[config.mk]
export PLATFORM = sky130hd
export DESIGN_NAME = irq_fanout_top
export DESIGN_NICKNAME = d
export VERILOG_FILES = /design/src/rtl/irq_fanout_pkg.sv /design/src/rtl/irq_src_sync.sv /design/src/rtl/irq_reg_decode.sv /design/src/rtl/irq_channel.sv /design/src/rtl/irq_fanout_top.sv
export SDC_FILE = /design/constraint.sdc
export NUM_CORES = 1
export LEC_CHECK = 0
export BUFFER_PORTS_ARGS = -buffer_cell sky130_fd_sc_hd__buf_2
export CAP_MARGIN = 20
export CORE_MARGIN = 3
export CORE_UTILIZATION = 40
export CTS_BUF_LIST = sky130_fd_sc_hd__clkbuf_4
export CTS_CLUSTER_SIZE = 24
export DETAILED_ROUTE_END_ITERATION = 16
export PLACE_DENSITY = 0.64
export RECOVER_POWER = 100
export SYNTH_ARGS = -nofsm -noshare
export SYNTH_HDL_FRONTEND = slang
export SYNTH_HIERARCHICAL = 1
export SYNTH_SLANG_ARGS = --single-unit
[constraint.sdc]
create_clock -name clk -period 8.23 [get_ports clk]
set_input_delay 2.0575 -clock clk [delete_from_list [all_inputs] [get_ports clk]]
set_output_delay 2.0575 -clock clk [all_outputs]
set_load 0.01 [all_outputs]
[src/rtl/irq_fanout_pkg.sv]
package irq_fanout_pkg;
  // Register kind selected by the offset inside a channel window
  typedef enum logic [1:0] {
    REG_NONE    = 2'd0,
    REG_MASK    = 2'd1,
    REG_PENDING = 2'd2
  } reg_kind_e;
endpackage

[src/rtl/irq_src_sync.sv]
module irq_src_sync #(
  parameter int WIDTH  = 32,
  parameter int STAGES = 2
) (
  input  logic             clk,
  input  logic             rst_n,
  input  logic [WIDTH-1:0] async_i,
  output logic [WIDTH-1:0] sync_o
);
  logic [STAGES-1:0][WIDTH-1:0] stage_q;

  for (genvar s = 0; s < STAGES; s++) begin : g_stage
    if (s == 0) begin : g_first
      always_ff @(posedge clk) begin
        if (!rst_n) stage_q[s] <= '0;
        else        stage_q[s] <= async_i;
      end
    end else begin : g_next
      always_ff @(posedge clk) begin
        if (!rst_n) stage_q[s] <= '0;
        else        stage_q[s] <= stage_q[s-1];
      end
    end
  end

  assign sync_o = stage_q[STAGES-1];
endmodule

[src/rtl/irq_reg_decode.sv]
module irq_reg_decode
  import irq_fanout_pkg::*;
#(
  parameter int NUM_CH      = 8,
  parameter int ADDR_W      = 9,
  parameter int CH_STRIDE   = 64,
  parameter int MASK_OFS    = 16,
  parameter int PENDING_OFS = 32
) (
  input  logic [ADDR_W-1:0] addr_i,
  output logic [NUM_CH-1:0] ch_hit_o,
  output reg_kind_e         kind_o
);
  localparam int OFS_W = $clog2(CH_STRIDE);
  localparam int IDX_W = ADDR_W - OFS_W;

  logic [OFS_W-1:0] ofs;
  logic [IDX_W-1:0] idx;

  assign ofs = addr_i[OFS_W-1:0];
  assign idx = addr_i[ADDR_W-1:OFS_W];

  always_comb begin
    if (ofs == OFS_W'(MASK_OFS))         kind_o = REG_MASK;
    else if (ofs == OFS_W'(PENDING_OFS)) kind_o = REG_PENDING;
    else                                 kind_o = REG_NONE;
  end

  for (genvar c = 0; c < NUM_CH; c++) begin : g_hit
    assign ch_hit_o[c] = (idx == IDX_W'(c)) && (kind_o != REG_NONE);
  end
endmodule

[src/rtl/irq_channel.sv]
module irq_channel #(
  parameter int NUM_SRC = 32
) (
  input  logic               clk,
  input  logic               rst_n,
  input  logic               mask_wr_i,
  input  logic [NUM_SRC-1:0] mask_data_i,
  input  logic [NUM_SRC-1:0] src_sync_i,
  output logic [NUM_SRC-1:0] mask_o,
  output logic [NUM_SRC-1:0] pend_o,
  output logic               irq_o
);
  logic [NUM_SRC-1:0] mask_q;
  logic               irq_q;

  always_ff @(posedge clk) begin
    if (!rst_n)         mask_q <= '0;
    else if (mask_wr_i) mask_q <= mask_data_i;
  end

  assign pend_o = src_sync_i & mask_q;

  always_ff @(posedge clk) begin
    if (!rst_n) irq_q <= 1'b0;
    else        irq_q <= |pend_o;
  end

  assign mask_o = mask_q;
  assign irq_o  = irq_q;


  mask_hold_chk: assert property (@(posedge clk) disable iff (!rst_n)
    !mask_wr_i |=> $stable(mask_q));


  irq_drop_chk: assert property (@(posedge clk) disable iff (!rst_n)
    (pend_o == '0) |=> !irq_o);


  irq_rise_chk: assert property (@(posedge clk) disable iff (!rst_n)
    (pend_o != '0) |=> irq_o);
endmodule

[src/rtl/irq_fanout_top.sv]
module irq_fanout_top
  import irq_fanout_pkg::*;
#(
  parameter int NUM_CH      = 8,
  parameter int NUM_SRC     = 32,
  parameter int DATA_W      = 32,
  parameter int ADDR_W      = 9,
  parameter int SYNC_STAGES = 2,
  parameter int CH_STRIDE   = 64,
  parameter int MASK_OFS    = 16,
  parameter int PENDING_OFS = 32
) (
  input  logic               clk,
  input  logic               rst_n,
  input  logic [NUM_SRC-1:0] src_i,
  input  logic [ADDR_W-1:0]  addr_i,
  input  logic               wr_en_i,
  input  logic [DATA_W-1:0]  wr_data_i,
  input  logic               rd_en_i,
  output logic [DATA_W-1:0]  rd_data_o,
  output logic [NUM_CH-1:0]  irq_o
);
  logic [NUM_SRC-1:0] src_sync;
  logic [NUM_CH-1:0]  ch_hit;
  reg_kind_e          kind;
  logic [NUM_SRC-1:0] mask_all [NUM_CH];
  logic [NUM_SRC-1:0] pend_all [NUM_CH];
  logic [DATA_W-1:0]  rd_data_d;
  logic [DATA_W-1:0]  rd_data_q;

  irq_src_sync #(.WIDTH(NUM_SRC), .STAGES(SYNC_STAGES)) u_sync (
    .clk     (clk),
    .rst_n   (rst_n),
    .async_i (src_i),
    .sync_o  (src_sync)
  );

  irq_reg_decode #(
    .NUM_CH(NUM_CH), .ADDR_W(ADDR_W), .CH_STRIDE(CH_STRIDE),
    .MASK_OFS(MASK_OFS), .PENDING_OFS(PENDING_OFS)
  ) u_decode (
    .addr_i   (addr_i),
    .ch_hit_o (ch_hit),
    .kind_o   (kind)
  );

  for (genvar c = 0; c < NUM_CH; c++) begin : g_ch
    logic mask_wr;
    assign mask_wr = wr_en_i && ch_hit[c] && (kind == REG_MASK);

    irq_channel #(.NUM_SRC(NUM_SRC)) u_ch (
      .clk         (clk),
      .rst_n       (rst_n),
      .mask_wr_i   (mask_wr),
      .mask_data_i (wr_data_i[NUM_SRC-1:0]),
      .src_sync_i  (src_sync),
      .mask_o      (mask_all[c]),
      .pend_o      (pend_all[c]),
      .irq_o       (irq_o[c])
    );
  end

  always_comb begin
    rd_data_d = '0;
    for (int c = 0; c < NUM_CH; c++) begin
      if (ch_hit[c] && kind == REG_MASK)    rd_data_d = rd_data_d | DATA_W'(mask_all[c]);
      if (ch_hit[c] && kind == REG_PENDING) rd_data_d = rd_data_d | DATA_W'(pend_all[c]);
    end
  end

  always_ff @(posedge clk) begin
    if (!rst_n)       rd_data_q <= '0;
    else if (rd_en_i) rd_data_q <= rd_data_d;
  end

  assign rd_data_o = rd_data_q;


  rst_irq_low_chk: assert property (@(posedge clk)
    !rst_n |=> (irq_o == '0));


  rdata_hold_chk: assert property (@(posedge clk) disable iff (!rst_n)
    !rd_en_i |=> $stable(rd_data_o));


  unmapped_zero_chk: assert property (@(posedge clk) disable iff (!rst_n)
    (rd_en_i && ch_hit == '0) |=> (rd_data_o == '0));
endmodule

After elaboration in Yosys (flattened, before gate mapping)
Cells that the tools add are included.

Register bits after elaboration: 360. Output and inout port bits: 40.

Eq/ne operators: 11. Muxes and demuxes: 18. Bitwise gates (word level): 23. Reductions and logical operators: 50.

Operator list (number): 2-to-1 mux 32 bit (16); OR 32 bit (15); AND 32 bit (8); OR reduction 32 bit (8); logical AND 1 bit (40); == test 3 bit (second input constant) (4); == test 3 x 2 -> 1 bit (second input constant) (2); == test 6 x 5 -> 1 bit (second input constant) (1); == test 6 bit (second input constant) (1); 2-to-1 mux 2 bit (2); == test 3 x 1 -> 1 bit (second input constant) (1); logical NOT 3 bit (1); == test 2 x 1 -> 1 bit (second input constant) (1); == test 2 bit (second input constant) (1); nonzero test 2 bit (1).

Depth between registers and ports, before layout
Gate-level depths: netlist of run 1.

Word-level depth: 37. Gate-level depth with buffers: 13. Gate-level depth less buffers: 6.

Modules after synthesis
The synthesis of run 1 kept the hierarchy.

By module, submodules not included: irq_channel (times used 8, cells an instance 149, area an instance 1506.4 um^2, seq. area each 660.6 um^2); irq_fanout_top (times used 1, cells an instance 574, area an instance 4177.8 um^2, seq. area each 640.6 um^2); irq_src_sync (times used 1, cells an instance 166, area an instance 2031.9 um^2, seq. area each 1281.2 um^2); irq_reg_decode (times used 1, cells an instance 18, area an instance 137.6 um^2, seq. area each 0.0 um^2).

Worst setup path after synthesis of run 1
OpenSTA, ideal clock, no wires.

Path kind: input to register. Start point: input port addr_i[1]. End point: register g_ch[4].u_ch.mask_q[0]. Library setup time: 0.117 ns. Arrival: 4.858 ns. Slack: 3.256 ns. Cell stages on the path: 13. Buffers on the path: 7. Path through: or4_4 buf_6 nor3b_1 buf_6 nor2b_4 buf_6 buf_2 clkbuf_1 and3_1 clkbuf_1 buf_1 mux2i_1 nor2b_1.

Elaborated cells on any way between the ends: 9.

RTL lines: start: declaration (RTL line irq_fanout_top.sv:16) `input logic [ADDR_W-1:0] addr_i,`; == test 6 x 5 -> 1 bit (*) (RTL line irq_reg_decode.sv:24) `if (ofs == OFS_W'(MASK_OFS)) kind_o = REG_MASK;`; 2-to-1 mux 2 bit (*) (RTL line irq_reg_decode.sv:24); net kind[0] (RTL line irq_fanout_top.sv:25) `reg_kind_e kind;`; nonzero test 2 bit (RTL line irq_reg_decode.sv:30) `assign ch_hit_o[c] = (idx == IDX_W'(c)) && (kind_o != REG_NONE);`; logical AND 1 bit (RTL line irq_reg_decode.sv:30); logical AND 1 bit (RTL line irq_fanout_top.sv:49) `assign mask_wr = wr_en_i && ch_hit[c] && (kind == REG_MASK);`; logical AND 1 bit (*) (RTL line irq_fanout_top.sv:49); net g_ch[4].mask_wr (RTL line irq_fanout_top.sv:48) `logic mask_wr;`; end signal: assignment (RTL line irq_channel.sv:18) `else if (mask_wr_i) mask_q <= mask_data_i;`; end: declaration (RTL line irq_channel.sv:13) `logic [NUM_SRC-1:0] mask_q;`.

Mark *: on every way through the listed nets, which the timed path passes. The rest lies on a longest branch. A chain may end at the register's enable or synchronous reset.

Final worst setup path of run 1
Start point: input port addr_i[1]. End point: register g_ch[3].u_ch.mask_q[12].

Elaborated cells on any way between the ends: 9.

RTL lines (RTL line): == test 6 x 5 -> 1 bit (*) (irq_reg_decode.sv:24); 2-to-1 mux 2 bit (*) (irq_reg_decode.sv:24); net kind[0] (irq_fanout_top.sv:25); nonzero test 2 bit (irq_reg_decode.sv:30); logical AND 1 bit (irq_reg_decode.sv:30); logical AND 1 bit (irq_fanout_top.sv:49); logical AND 1 bit (*) (irq_fanout_top.sv:49); net g_ch[3].mask_wr (irq_fanout_top.sv:48); end signal: assignment (irq_channel.sv:18); end: declaration (irq_channel.sv:13).

Marked as above.

==> run summary, run 1 <==
* finished, violations left — run status
* capacitance limit, slew limit — failing checks
* 34.8 ps — maximum clock skew at final layout
* simple AND/OR/NAND/NOR gates — dominant combinational cell family by area after synthesis
* 33 — largest fanout on the critical path
* 2090 — Final Net Count
* 2.79 mW — internal power contribution
* 90900 um — wire length of the first global-routing pass
* addr_i[1] — critical path launch point
* 76.2% — crit share post-route
* 263 — max-slew violations
* 0.0834 mV — IR drop worst, VDD
* 360 — flip-flop and latch count after synthesis
* 15582 — number of global-route vias before repair
* 0.0476% — synthesized-area fraction occupied by xor and xnor cells
* 48.5% — part of the total power dissipated in sequential elements
* 77 — floorplan row count
* 17.6% — share of cells above drive strength 1
* 48600 um2 — Die Footprint
* 59900 um — routed wire length
* 0.886 — routability-driven placement congestion ratio
* 101 — cts bufs inserted
* g_ch[3].u_ch/mask_o[12] — worst setup path endpoint
* 18400 um2 — post-synthesis instance area
* 44800 um2 — core footprint
* 26.7% — share of synthesized cell area in and, or, nand and nor gates
* 2501 — count of placed standard cells including taps
* 0% — area share of fa/ha/maj cells after synthesis
* 15812 — DR vias
* 220 um — Die H
* yes — CTS tree
* 1960 ps — post-route worst setup slack
* 6920 ps — endpoint arrival time on the critical path
* sky130_fd_sc_hd__dfxtp_1 — leading area contributor after synthesis
* 9.44 um2 — Post-Synthesis Mean Instance Area
* -119% — worst-case headroom to the max-slew limit
* 117 — IO Pins
* 0 — # setup viols final
* 360 — number of clock sinks
* 13.9% — mux share of post-synthesis cell area
* 2027 — Syn Nets
* 810 ps — source-to-sink clock delay at the later pin of the worst-skew pair
* 4 — depth of the most critical reg-to-reg path
* 0 — hold violation count in the final report
* 47.8% — share of power burned in the clock network
* 39.2% — proportion of synthesized chip area in sequential cells
* 35800 um — DPL Wire Length
* 116 — buffers added on ports
* flip-flop to flip-flop — class of the worst hold path
* 24.1% — GRT Total Usage
* u_sync/sync_o[12] — startpoint of the worst register-to-register path
* 15.4% — complex-gate fraction of the synthesized area
* 39.2% — share of the synthesized area in the top cell type
* 22.3 um — Avg WL per Cell
* 6.87 nW — Static Leak
* 3.7% — share of total power in combinational logic
* input pin — Worst Setup Start Kind
* 0 — cells resized by post-CTS repair
* 180 nW/um2 — power per standard cell area
* 0 — Hold Buf Count CTS
* 0% — async set or reset register ratio after synthesis
* sky130_fd_sc_hd__dfxtp_1 39%, sky130_fd_sc_hd__mux2i_1 14%, sky130_fd_sc_hd__nor2b_1 8.7% — synth top area cells
* 0 — Detail Route Antenna Nets
* 0 — Post-route DRC
* flip-flop — crit end category
* 8880 ps — CP required
* 7 — number of iterations in the first detailed-routing pass
* 6 — max capacitance violation total
* 3 — worst-case clock buffer depth
* g_ch[6].u_ch/irq_o — R2R Path End
* 0 — Post-CTS Setup Inserts
* 6 — count of warnings emitted by yosys
* 1950 — cell count after synthesis
* 159 MHz — maximum operating frequency
* sky130_fd_sc_hd__dfxtp_1 — Main synth FF type
* 5.88 — Vias per Instance
* 0.887 mW — switching power summed over all nets
* 0 — number of enable flip-flop cells after synthesis
* 1860 — violation count after the first detailed-route iteration
* 41.1% — initial standard-cell utilization of the core
* 43 — number of distinct library cells after synthesis
* 180 — pin count of the biggest net entering global routing
* 220 um — Die Span X
* 24.1% — net switching share of the total power
* 2689 — Cell Count, Final, Fillers Out
* 0 — leftover overflow at the end of global routing
* 3 — htree depth
* 11.0% — area growth from synthesis to final layout
* 5900 ps — worst-case register-to-register setup slack
* 6270 ps — min cycle time layout
* input pin to flip-flop — critical setup path kind
* 3.68 mW — overall power consumption
* 0 ps — sum of negative setup slack
* 3290 ps — Tightest Pin Transition
* no — RSZ-0062 raised after global routing
* 8 — initial antenna violation count
* sky130_fd_sc_hd__clkbuf_4 — Root Driver
* 60 ps — clock input transition at the sequential cells of the worst setup and hold paths
* 2330 ps — worst setup slack before clock tree synthesis
[worst min-delay path by stage]
stage                              endpoint          startpoint  cells past startpoint  slack (ps)
after floorplan            u_sync/sync_o[0]   u_sync/stage_q[0]                      1         430
after global placement    u_sync/sync_o[17]  u_sync/stage_q[17]                      1         430
after detailed placement  u_sync/sync_o[10]  u_sync/stage_q[10]                      1         430
after CTS                  u_sync/sync_o[6]   u_sync/stage_q[6]                      1         440
after global routing       u_sync/sync_o[6]   u_sync/stage_q[6]                      1         440
final                      u_sync/sync_o[6]   u_sync/stage_q[6]                      1         430
[synthesized netlist by cell type (34+ instances only)]
library cell / n
sky130_fd_sc_hd__dfxtp_1: 360
sky130_fd_sc_hd__mux2i_1: 256
sky130_fd_sc_hd__nor2b_1: 256
sky130_fd_sc_hd__and2_1: 240
sky130_fd_sc_hd__a22oi_1: 156
sky130_fd_sc_hd__clkbuf_1: 79
sky130_fd_sc_hd__and2_2: 64
sky130_fd_sc_hd__or4_1: 64
sky130_fd_sc_hd__a21oi_1: 51
sky130_fd_sc_hd__a22o_1: 42
sky130_fd_sc_hd__a222oi_1: 40
sky130_fd_sc_hd__buf_1: 37
sky130_fd_sc_hd__o21ai_0: 37
sky130_fd_sc_hd__buf_4: 34
[metal layers]
| layer | track usage, % | up-vias | part of all wire [%] | wire (um) |
|---|---|---|---|---|
| li1 | - | 7229 | - | - |
| met1 | 32.4 | 7547 | 44 | 26300 |
| met2 | 36.8 | 865 | 44 | 26200 |
| met3 | 6.10 | 163 | 9.1 | 5460 |
| met4 | 10.1 | 8 | 3.3 | 1970 |
| met5 | 0 | - | 0.083 | 50 |
[power groups by stage]
stage | clock (mW) | combinational (mW) | sequential (mW)
2_1_floorplan | 0 | 0.0795 | 1.81
3_3_place_gp | 0 | 0.135 | 1.82
3_5_place_dp | 0 | 0.136 | 1.82
4_1_cts | 1.81 | 0.137 | 1.78
5_1_grt | 1.91 | 0.149 | 1.79
6_report | 1.76 | 0.137 | 1.78
[final cells by class]
type                            instances  area (um2)
Clock buffer                          146        1100
Tap cell                              592         741
Multi-Input combinational cell       1409       10400
Fill cell                            4430       24400
Clock inverter                         37         279
Sequential cell                       360        7210
Inverter                                3        11.3
Antenna cell                            4        10.0
Timing Repair Buffer                  138         689
[cells by family after synthesis]
family,count (synthesis)
AND/OR/NAND/NOR,769
flip-flops,360
multiplexers,256
AO/OA/AOI/OAI,383
XOR/XNOR,1
buffers and inverters,181
[sequential cells by signal, summed over array words and instances (netlist names)]
name              cells
g_ch.u_ch/irq_o       8
rd_data_o            32
u_sync/stage_q       32
u_sync/sync_o        32
g_ch.u_ch/mask_o    256
[through the flow]
| stage | cell area (um2) | hold WS [ps] | utilization (%) |
|---|---|---|---|
| floorplan | 18400 | 426 | - |
| finish | 20400 | 429 | 45.6 |
| global route | 20400 | 445 | 45.6 |
| detailed placement | 19100 | 432 | 42.6 |
| CTS | 20500 | 438 | 45.7 |
| global placement | 19100 | 431 | 42.6 |
[critical path, cell delays in order]
cell                       delay (ps)
sky130_fd_sc_hd__buf_2             90
sky130_fd_sc_hd__or4_1            780
sky130_fd_sc_hd__nor3b_1          280
sky130_fd_sc_hd__clkbuf_1         380
sky130_fd_sc_hd__nor2b_4          870
sky130_fd_sc_hd__and3_1          1600
sky130_fd_sc_hd__buf_4            550
sky130_fd_sc_hd__mux2i_1          240
sky130_fd_sc_hd__nor2b_1           60
[layout by cell type (no fill, tap or decap), drive strengths merged, types with 40 or more instances in the layout]
cell and count:
dfxtp 360, and2 320, nor2b 257, mux2i 256, clkbuf 191, a22oi 156, buf 93, or4 65
a21oi 51, a22o 42, a222oi 40
No activity file was read; power rests on OpenSTA's default activity.
==> run 2: changes to the inputs <==
--- a/config.mk
+++ b/config.mk
@@ -5,6 +5,7 @@
 export SDC_FILE = /design/constraint.sdc
 export NUM_CORES = 1
 export LEC_CHECK = 0
+export ABC_AREA = 1
 export BUFFER_PORTS_ARGS = -buffer_cell sky130_fd_sc_hd__buf_2
 export CAP_MARGIN = 20
 export CORE_MARGIN = 3
==> constraint.sdc (replaced) <==
create_clock -name clk -period 6.3 [get_ports clk]
set_input_delay 1.575 -clock clk [delete_from_list [all_inputs] [get_ports clk]]
set_output_delay 1.575 -clock clk [all_outputs]
set_load 0.01 [all_outputs]
==> run summary, run 2 <==
* 899 x sky130_fd_sc_hd__nand2_1, 822 x sky130_fd_sc_hd__nor2_1, 413 x sky130_fd_sc_hd__inv_1 — highest-count cells in the layout ignoring fill and taps, was 360 x sky130_fd_sc_hd__dfxtp_1, 256 x sky130_fd_sc_hd__mux2i_1, 256 x sky130_fd_sc_hd__nor2b_1
* 6.79% — area growth from synthesis to final layout, was 11.0%
* 2 — cell count of the worst hold path, was 1
* 20700 um2 — post-synthesis instance area, was 18400 um2
* 1.24 mW — switching power summed over all nets, was 0.887 mW
* 360 — number of clock sinks, unchanged
* 3 — number of buffer and inverter stages on the critical path, unchanged
* sky130_fd_sc_hd__nand2_1 — cell with the most instances after synthesis, was sky130_fd_sc_hd__dfxtp_1
* 256 — number of flip-flops under the largest register name, unchanged
* 2336 — violation count after the first detailed-route iteration, was 1860
* 13.5 nW — Static Leak, was 6.87 nW
* 26.4% — net switching share of the total power, was 24.1%
* 234 um — Die Span X, was 220 um
* 3.44 mW — internal power contribution, was 2.79 mW
* 2 — initial antenna violation count, was 8
* simple AND/OR/NAND/NOR gates — delay-heaviest family, CP, unchanged
* 0 — Hold Buf Count CTS, unchanged
* capacitance limit, slew limit — failing checks, unchanged
* 0 — hold violation count in the final report, unchanged
* 76.6% — crit share post-route
* sky130_fd_sc_hd__dfxtp_1 — Main synth FF type, unchanged
* 207 MHz — maximum operating frequency
* 49.9% — part of the total power dissipated in sequential elements, was 48.5%
* sky130_fd_sc_hd__dfxtp_1 — leading area contributor after synthesis, unchanged
* 50700 um2 — core footprint, was 44800 um2
* 3 — htree depth, unchanged
* 9 — max capacitance violation total, was 6
* 24 — number of distinct library cells after synthesis, was 43
* buf_2, inv_1, nand2_1, nor2_1, o21ai_2, nor2_1, clkbuf_1, nand4_1, nand2_1, nor2_1, nand3_1, nor2_1, nor2_1 — cells along the critical path, was buf_2, or4_1, nor3b_1, clkbuf_1, nor2b_4, and3_1, buf_4, mux2i_1, nor2b_1
* 151 — pin count of the biggest net entering global routing, was 180
* 4830 ps — min cycle time layout
* 3 — worst-case clock buffer depth, unchanged
* 0 — # setup viols final, unchanged
* 898 x sky130_fd_sc_hd__nand2_1, 832 x sky130_fd_sc_hd__nor2_1, 408 x sky130_fd_sc_hd__inv_1, 360 x sky130_fd_sc_hd__dfxtp_1, 288 x sky130_fd_sc_hd__o21ai_0 — top cell types by occurrence after synthesis, was 360 x sky130_fd_sc_hd__dfxtp_1, 256 x sky130_fd_sc_hd__mux2i_1, 256 x sky130_fd_sc_hd__nor2b_1, 240 x sky130_fd_sc_hd__and2_1, 156 x sky130_fd_sc_hd__a22oi_1
* 34.8% — share of the synthesized area in the top cell type, was 39.2%
* 20425 — number of global-route vias before repair, was 15582
* 78100 um — routed wire length, was 59900 um
* 1720 ps — crit-path max cell delay, was 1600 ps
* 40.9% — initial standard-cell utilization of the core, was 41.1%
* 117 — IO Pins, unchanged
* sky130_fd_sc_hd__nand2_1 — most frequent standard cell in the layout excluding fill and tap cells, was sky130_fd_sc_hd__dfxtp_1
* 5.27 — Vias per Instance, was 5.88
* 21000 um2 — instance area at placement, was 19100 um2
* 7090 ps — CP required, was 8880 ps
* 54600 um2 — Die Footprint, was 48600 um2
* flip-flop to flip-flop — class of the worst hold path, unchanged
* 0% — async set or reset register ratio after synthesis, unchanged
* input pin — Worst Setup Start Kind, unchanged
* 0 ps — sum of negative setup slack, unchanged
* 48700 um — DPL Wire Length, was 35800 um
* 82 — floorplan row count, was 77
* 0.905 — routability-driven placement congestion ratio, was 0.886
* u_sync/sync_o[9] — sink of the worst hold path, was u_sync/sync_o[6]
* 119000 um — wire length of the first global-routing pass, was 90900 um
* 0 — number of enable flip-flop cells after synthesis, unchanged
* 28.2% — GRT Total Usage, was 24.1%
* 22257 — DR vias, was 15812
* 4570 ps — worst-case register-to-register setup slack, was 5900 ps
* finished, violations left — run status, unchanged
* 0 — cells resized by post-CTS repair, unchanged
* 6 — depth of the most critical reg-to-reg path, was 4
* -89.1% — worst-case headroom to the max-slew limit, was -119%
* 6 — count of warnings emitted by yosys, unchanged
* no — RSZ-0062 raised after global routing, unchanged
* u_sync/sync_o[4] — startpoint of the worst register-to-register path, was u_sync/sync_o[12]
* 362 — max-slew violations, was 263
* 0.106 mV — IR drop worst, VDD, was 0.0834 mV
* 70 ps — clock input transition at the sequential cells of the worst setup and hold paths, was 60 ps
* 116 — buffers added on ports, unchanged
* 5620 ps — endpoint arrival time on the critical path, was 6920 ps
* u_sync/stage_q[9] — startpoint of the most critical hold path, was u_sync/stage_q[6]
* 234 um — Die H, was 220 um
* 3552 — Final Net Count, was 2090
* 23 — largest fanout on the critical path, was 33
* 8 — number of iterations in the first detailed-routing pass, was 7
* sky130_fd_sc_hd__dfxtp_1 35%, sky130_fd_sc_hd__nand2_1 16%, sky130_fd_sc_hd__nor2_1 15% — synth top area cells, was sky130_fd_sc_hd__dfxtp_1 39%, sky130_fd_sc_hd__mux2i_1 14%, sky130_fd_sc_hd__nor2b_1 8.7%
* 0 — leftover overflow at the end of global routing, unchanged
* 1470 ps — post-route worst setup slack, was 1960 ps
* 68.8 ps — maximum clock skew at final layout, was 34.8 ps
* sky130_fd_sc_hd__nor2_1 — most prevalent standard cell on the critical path
* yes — CTS tree, unchanged
* 3535 — Syn Nets, was 2027
* g_ch[0].u_ch/irq_o — R2R Path End, was g_ch[6].u_ch/irq_o
* input pin to flip-flop — critical setup path kind, unchanged
* 6.00 um2 — Post-Synthesis Mean Instance Area, was 9.44 um2
* 4226 — Cell Count, Final, Fillers Out, was 2689
* 0 — Post-route DRC, unchanged
* 2840 ps — Tightest Pin Transition, was 3290 ps
* 0 — Post-CTS Setup Inserts, unchanged
* sky130_fd_sc_hd__clkbuf_4 — Root Driver, unchanged
* 18.5 um — Avg WL per Cell, was 22.3 um
* 34.8% — proportion of synthesized chip area in sequential cells, was 39.2%
* 8.13% — share of cells above drive strength 1, was 17.6%
* 0 — Detail Route Antenna Nets, unchanged
* 3458 — cell count after synthesis, was 1950
* 43.7% — post-route core utilization, was 45.6%
* 211 nW/um2 — power per standard cell area, was 180 nW/um2
* 880 ps — source-to-sink clock delay at the later pin of the worst-skew pair, was 810 ps
* 4.3% — share of total power in combinational logic, was 3.7%
* 1910 ps — worst setup slack before clock tree synthesis, was 2330 ps
* 100 — cts bufs inserted, was 101
* 4045 — count of placed standard cells including taps, was 2501
* 360 — flip-flop and latch count after synthesis, unchanged
* sky130_fd_sc_hd__nor2_1 — slowest cell on the critical path, was sky130_fd_sc_hd__and3_1
* 45.7% — share of power burned in the clock network, was 47.8%
* flip-flop — crit end category, unchanged
* 22100 um2 — post-route cell area, was 20400 um2
[run 2: cell count changes after synthesis, sizes merged, moves of 65 or more]
cell   change
a22oi    -156
and2     -320
buf       +76
inv      +418
mux2i    -256
nand2    +880
nand3    +120
nand4    +245
nor2     +830
nor2b    -257
o21ai    +252
or4       -65
[run 2: cell families after synthesis]
logic type	synth area share (%)
and+or+nand+nor	43.0
buffers and inverters	15.0
DFF	34.8
AOI/OAI and AO/OA	7.19
[run 2: worst reg2reg max path, cell delays in order, from the launching register on]
cell                      delay, ps
sky130_fd_sc_hd__dfxtp_1        440
sky130_fd_sc_hd__nand2_1        180
sky130_fd_sc_hd__nand2_1         80
sky130_fd_sc_hd__nor2_1         250
sky130_fd_sc_hd__nand2_1        140
sky130_fd_sc_hd__nor2_1         400
sky130_fd_sc_hd__a21oi_1        170
[run 2: worst max-delay path by stage]
stage	start	to	slack, ps	cells after the start
floorplan	addr_i[0]	g_ch[1].u_ch/mask_o[0]	3020	13
global placement	addr_i[0]	g_ch[1].u_ch/mask_o[11]	1940	12
detailed placement	addr_i[0]	rd_data_o[9]	1910	14
CTS	addr_i[0]	g_ch[1].u_ch/mask_o[22]	2810	12
global route	addr_i[0]	g_ch[0].u_ch/mask_o[28]	1280	12
finish	addr_i[0]	rd_data_o[21]	1470	13
[run 2: through the flow]
stage                     hold WS [ps]  total power [mW]
final                              405              4.68
after global routing               429              4.87
after CTS                          406              4.73
after detailed placement           400              2.59
after global placement             397              2.59
after floorplan                    390              2.49
[run 2: per-layer routing]
| layer | vias up | GRT usage, % | part of all wire [%] |
|---|---|---|---|
| met5 | - | 0 | 0 |
| met4 | 0 | 12.3 | 3.7 |
| met3 | 168 | 7.37 | 11 |
| met2 | 1121 | 40.9 | 41 |
| met1 | 10063 | 39.1 | 44 |
| li1 | 10905 | - | - |
[run 2: cell type report]
class                           count  area [um2]
Sequential cell                   360        7210
Inverter                          421        1590
Fill cell                        5689       28500
Clock buffer                      144        1080
Clock inverter                     36         166
Antenna cell                        1        2.50
Timing Repair Buffer              154         796
Multi-Input combinational cell   2438       10500
Tap cell                          672         841
[run 2: power groups by stage]
| stage | registers, mW | logic (mW) | clock network [mW] |
|---|---|---|---|
| 2_1_floorplan | 2.37 | 0.119 | 0 |
| 3_3_place_gp | 2.39 | 0.201 | 0 |
| 3_5_place_dp | 2.39 | 0.201 | 0 |
| 4_1_cts | 2.34 | 0.202 | 2.19 |
| 5_1_grt | 2.34 | 0.221 | 2.31 |
| 6_report | 2.34 | 0.203 | 2.14 |
